===== config.mk =====
export PLATFORM = sky130hd
export DESIGN_NAME = int_exec_unit
export DESIGN_NICKNAME = d
export VERILOG_FILES = /design/src/rtl/int_exec_unit.sv
export SDC_FILE = /design/constraint.sdc
export NUM_CORES = 1
export LEC_CHECK = 0
export BUFFER_PORTS_ARGS = -buffer_cell sky130_fd_sc_hd__buf_2
export CORE_ASPECT_RATIO = 1.25
export CORE_MARGIN = 2
export CORE_UTILIZATION = 50
export DETAILED_ROUTE_END_ITERATION = 8
export PLACE_DENSITY = 0.72
export SLEW_MARGIN = 20
export SYNTH_ARGS = -nofsm -noshare
export SYNTH_HDL_FRONTEND = slang
export SYNTH_SLANG_ARGS = --single-unit

===== constraint.sdc =====
create_clock -name vclk -period 4
set_input_delay 0 -clock vclk [all_inputs]
set_output_delay 0 -clock vclk [all_outputs]
set_load 0.01 [all_outputs]

===== src/rtl/int_exec_unit.sv =====
module int_exec_unit #(
  parameter int DW = 32,
  parameter int IW = 16
) (
  input  logic [4:0]            op_i,
  input  logic [DW-1:0]         src_a_i,
  input  logic [DW-1:0]         src_b_i,
  input  logic [IW-1:0]         imm_i,
  input  logic [$clog2(DW)-1:0] shamt_i,
  output logic [DW-1:0]         result_o,
  output logic                  zero_o
);
  localparam int SW = $clog2(DW);

  localparam logic [4:0] OP_ADD  = 5'd0;
  localparam logic [4:0] OP_SUB  = 5'd1;
  localparam logic [4:0] OP_AND  = 5'd2;
  localparam logic [4:0] OP_OR   = 5'd3;
  localparam logic [4:0] OP_XOR  = 5'd4;
  localparam logic [4:0] OP_NOR  = 5'd5;
  localparam logic [4:0] OP_SLT  = 5'd6;
  localparam logic [4:0] OP_ADDI = 5'd7;
  localparam logic [4:0] OP_ANDI = 5'd8;
  localparam logic [4:0] OP_ORI  = 5'd9;
  localparam logic [4:0] OP_XORI = 5'd10;
  localparam logic [4:0] OP_LUI  = 5'd11;
  localparam logic [4:0] OP_SLL  = 5'd12;
  localparam logic [4:0] OP_SRL  = 5'd13;
  localparam logic [4:0] OP_SRA  = 5'd14;
  localparam logic [4:0] OP_SLLV = 5'd15;
  localparam logic [4:0] OP_SRLV = 5'd16;
  localparam logic [4:0] OP_SRAV = 5'd17;

  logic [DW-1:0] imm_sx, imm_zx, imm_up;
  logic [SW-1:0] sh_amt;
  logic          var_sh;

  assign imm_sx = {{(DW-IW){imm_i[IW-1]}}, imm_i};
  assign imm_zx = {{(DW-IW){1'b0}}, imm_i};
  assign imm_up = {imm_i, {(DW-IW){1'b0}}};
  assign var_sh = (op_i == OP_SLLV) || (op_i == OP_SRLV) || (op_i == OP_SRAV);
  assign sh_amt = var_sh ? src_a_i[SW-1:0] : shamt_i;

  always_comb begin
    case (op_i)
      OP_ADD:           result_o = src_a_i + src_b_i;
      OP_SUB:           result_o = src_a_i - src_b_i;
      OP_AND:           result_o = src_a_i & src_b_i;
      OP_OR:            result_o = src_a_i | src_b_i;
      OP_XOR:           result_o = src_a_i ^ src_b_i;
      OP_NOR:           result_o = ~(src_a_i | src_b_i);
      OP_SLT:           result_o = {{(DW-1){1'b0}}, $signed(src_a_i) < $signed(src_b_i)};
      OP_ADDI:          result_o = src_a_i + imm_sx;
      OP_ANDI:          result_o = src_a_i & imm_zx;
      OP_ORI:           result_o = src_a_i | imm_zx;
      OP_XORI:          result_o = src_a_i ^ imm_zx;
      OP_LUI:           result_o = imm_up;
      OP_SLL, OP_SLLV:  result_o = src_b_i << sh_amt;
      OP_SRL, OP_SRLV:  result_o = src_b_i >> sh_amt;
      OP_SRA, OP_SRAV:  result_o = $signed(src_b_i) >>> sh_amt;
      default:          result_o = '0;
    endcase
  end

  assign zero_o = ~|result_o;
endmodule


==> impl_results.md, run 1 <==
* Die Width at ~140 µm
* Hold_buf cts at 0
* Mean Syn Cell Area at 6.48 µm²
* Run Error: [ERROR GRT-0116] Global routing finished with congestion. Check the congestion regions in the DRC Viewer.
* First-pass GRT wire length at 116000 µm
* DIE HEIGHT at ~170 µm
* Vias in the first global route at 18800
* Sequential area share after synthesis at 0
* Largest net degree at the start of global routing at 34
* Cell Area, Synth at 0.0112 mm²
* Syn Nets at 1989
* Total GRT Usage at 0.661
* PortBufs at 123
* I/O pin count at 123
* Yosys warning count at 0
* Status: did not finish
* Synth cell types at 94
* Post-synth top area cell: ha_1
* Post-Place Setup Slack at -0.497 ns
* Synth area leaders: ha_1, nand3_1, o21ai_0
* Hpwl dp at 56800 µm
* Overflow after GRT at 2
* GP Congestion at approximately 1.2
* Synthesized netlist cell count at 1729
* Placement Rows at 61
* Initial core utilization at 0.506
* Last stage: 5_1_grt
* Synth top area share at 0.188
Yosys cell counts (24+ instances only):
master	n
nand3_1	136
o211ai_1	40
a21oi_1	119
nor2_1	146
a21o_1	34
ha_1	168
o21ai_1	28
a221oi_1	40
clkbuf_1	64
buf_2	25
a22oi_1	27
inv_1	108
nor3_1	43
o22ai_1	29
xnor2_1	37
a31oi_1	24
o21ai_0	133
nand2_1	171
kinds of logic after synthesis:
| family | Yosys count | share of synthesized area |
|---|---|---|
| compound gates | 662 | 0.405 |
| simple gates | 606 | 0.257 |
| buf+inv | 213 | 0.0806 |
| fa+ha+maj | 170 | 0.191 |
| xor+xnor | 50 | 0.0391 |
| mux | 28 | 0.0265 |
through the flow:
step           instance area [µm²]  hold slack [ns]  instances  utilization
2_1_floorplan                11300            0.249       1729            -
3_3_place_gp                 15700            0.692       2530        0.708
3_5_place_dp                 15700            0.738       2530        0.708
4_1_cts                      16200            0.794       2552        0.731
per-layer routing:
| metal | GRT overflow | track usage |
|---|---|---|
| met1 | 0 | 0.687 |
| met2 | 1 | 0.859 |
| met3 | 0 | 0.455 |
| met4 | 1 | 0.610 |
| met5 | 0 | 0.0778 |
repair_timing:
item	in CTS
resized for setup	68
pin swaps	36
setup buffers	19
endpoints found under the setup margin	4
cloned	3
==> inputs of run 2 (changes only) <==
Settings changed: CORE_ASPECT_RATIO 1.25 to not set, CORE_UTILIZATION 50 to 35, PLACE_DENSITY 0.72 to not set, PLACE_DENSITY_LB_ADDON set to 0.15.
Clock period 4 ns to 5.2 ns, I/O delays scaled along.
==> impl_results.md, run 2 <==
* Status: complete, no violations
* Avg Vias per Cell at 6.85
* Crit path required time at 5.20 ns
* Antenna Nets Post-Route at 0
* Hold Crit Class: in2out
* Share of layout cells above drive strength 1 at 0.165
* Commonest non-fill, non-tap cell in the layout: nand2_1
* Initial core utilization at 0.355 (-0.151)
* Synthesized netlist cell count at 1729 (unchanged)
* Post-DR wirelength/cell at approximately 31 µm
* Yosys warning count at 0 (unchanged)
* Crit path from: op_i[2]
* Hpwl dp at 57900 µm (+2.0%)
* FMAX at 0.200 GHz
* Inst Count DP at 2281 (-9.8%)
* Initial DRC count at about 2200
* Synth area leaders: ha_1, nand3_1, o21ai_0
* Placement Rows at 65 (+6.6%)
* DIE AREA at 0.0334 mm²
* Clock buffer count in the final layout at 0
* Peak-usage layer in the global routing report: met2
* Final Net Count at 2145
* Hold Slack at approximately 0.68 ns
* Mean Syn Cell Area at 6.48 µm² (unchanged)
* Worst-path cell chain: buf_2 -> buf_4 -> or4b_4 -> o21ai_4 -> mux2i_4 -> nor3_1 -> buf_4 -> a221oi_1 -> o221ai_1 -> o21ai_1 -> a41oi_1 -> or4_1 -> nor4_2 -> nand4_1 -> nor3_2 -> buf_2
* Max FO, Critical Path at 24
* RSZ-0062 raised after global routing: false
* Die Width at 183 µm (+33%)
* Crit path time final at approximately 5 ns
* First-pass GRT wire length at 101000 µm
* Setup violations, final at 0
* Total GRT Usage at 0.407
* Hold Fails Final Rpt at 0
* Worst path bufs/invs at 4
* Met3 global-route usage at 0.0641
* Syn Nets at 1989 (unchanged)
* Synth cell types at 94 (unchanged)
* Core area at 0.0316 mm²
* Initial DRT Pass Iterations at 7
* Cell Area, Synth at 0.0112 mm² (unchanged)
* Levels on crit path at 16
* Post-Layout Cell Count at between 2000 and 2500
* Crit share post-route at 0.962
* I/O pin count at 123 (unchanged)
* Register area at 0 µm²
* Slowest CP cell: mux2i_4
* Overflow after GRT at 0
* Num sequential at 0
* GP Congestion at 1.08 (-10%)
* Critical Path Max Stage Delay at 0.88 ns
* Via count at roughly 16000
* Initial antenna violation count at 4
* Overall routed net length at 70700 µm
* # Max-Cap Violations at 0
* Synth top area share at 0.188 (unchanged)
* Post-synth top area cell: ha_1
* Max_slew headroom at 0.157
* TNS Setup at 0 ns
* M1 GR Usage at 0.534
* M2 GR Usage at 0.633
* DIE HEIGHT at 183 µm (+6.7%)
* Layout area overhead at 16.1%
* Commonest cells after routing, fill and taps aside: nand2_1, ha_1, nor2_1, nand3_1, buf_4
* Crit-path leading delay family: simple AND/OR/NAND/NOR gates
* Critical Path AT at roughly 5.0 ns
* DRC errors left at 0
* Worst Setup Start Kind: input port
* Largest net degree at the start of global routing at 34
* CP Class: in2out
* Setup crit end: zero_o
* Slew Viols, Final at 0
* Vias in the first global route at 14500
* Actual slew at the worst max-slew pin at roughly 1.3 ns
* Sequential area share after synthesis at 0 (unchanged)
* CP Capture Type: output pin
* PortBufs at 123 (unchanged)
* Synth top cells by count: nand2_1, ha_1, nor2_1
* Most common cell in the netlist: nand2_1
## run 2: cell counts after synthesis
Identical to the previous run, type by type.
## run 2: logic make-up (layout without fill, tap and decap cells)
family,count (synthesis),in the layout,share of synthesized area
other,0,1,0
AOI/OAI and AO/OA,662,662,0.405
adders and majority gates,170,170,0.191
and+or+nand+nor,606,606,0.257
xor gates and xnor gates,50,50,0.0391
muxes,28,28,0.0265
buffers and inverters,213,367,0.0806
## run 2: tightest hold or removal path, stage by stage
cell and delay, ns:
buf_2 0.16, a21oi_1 0.09, o2111ai_1 0.12, nor3_1 0.08, nand3_1 0.08, buf_2 0.14
## run 2: worst min path at each step
stage / to / from / cells past startpoint / slack [ns]
floorplan: result_o[25] / imm_i[9] / 3 / 0.25
global placement: result_o[25] / imm_i[9] / 5 / 0.64
detailed placement: result_o[30] / src_a_i[30] / 6 / 0.66
CTS: result_o[30] / src_a_i[30] / 6 / 0.66
global route: result_o[25] / imm_i[9] / 5 / 0.74
finish: result_o[30] / src_a_i[30] / 6 / 0.68
## run 2: layout make-up
type | instances | area, µm²
multi-input cells | 1516 | 10400
inverters | 108 | 405
well taps | 402 | 503
repair buffers | 259 | 1670
diodes | 1 | 2.50
fillers | 3451 | 18600
## run 2: what timing repair did
action	in CTS	in global routing
endpoints found under the setup margin	0	1
hold buffers	0	0
buffers inserted	0	4
gates resized for setup	0	5
## run 2: routing by layer
layer | up-vias | share of wire
met1 | 7441 | 0.40
met2 | 1056 | 0.42
met4 | 4 | 0.073
met5 | - | 0.00031
met3 | 228 | 0.10
li1 | 6921 | -
## run 2: per-stage QoR
stage               setup WS, ns  area [µm²]  utilization
floorplan                  0.775       11200            -
global placement          0.0736       12900        0.410
detailed placement         0.148       12900        0.410
CTS                        0.117       12900        0.410
global route              0.0409       13000        0.412
finish                     0.197       13000        0.412
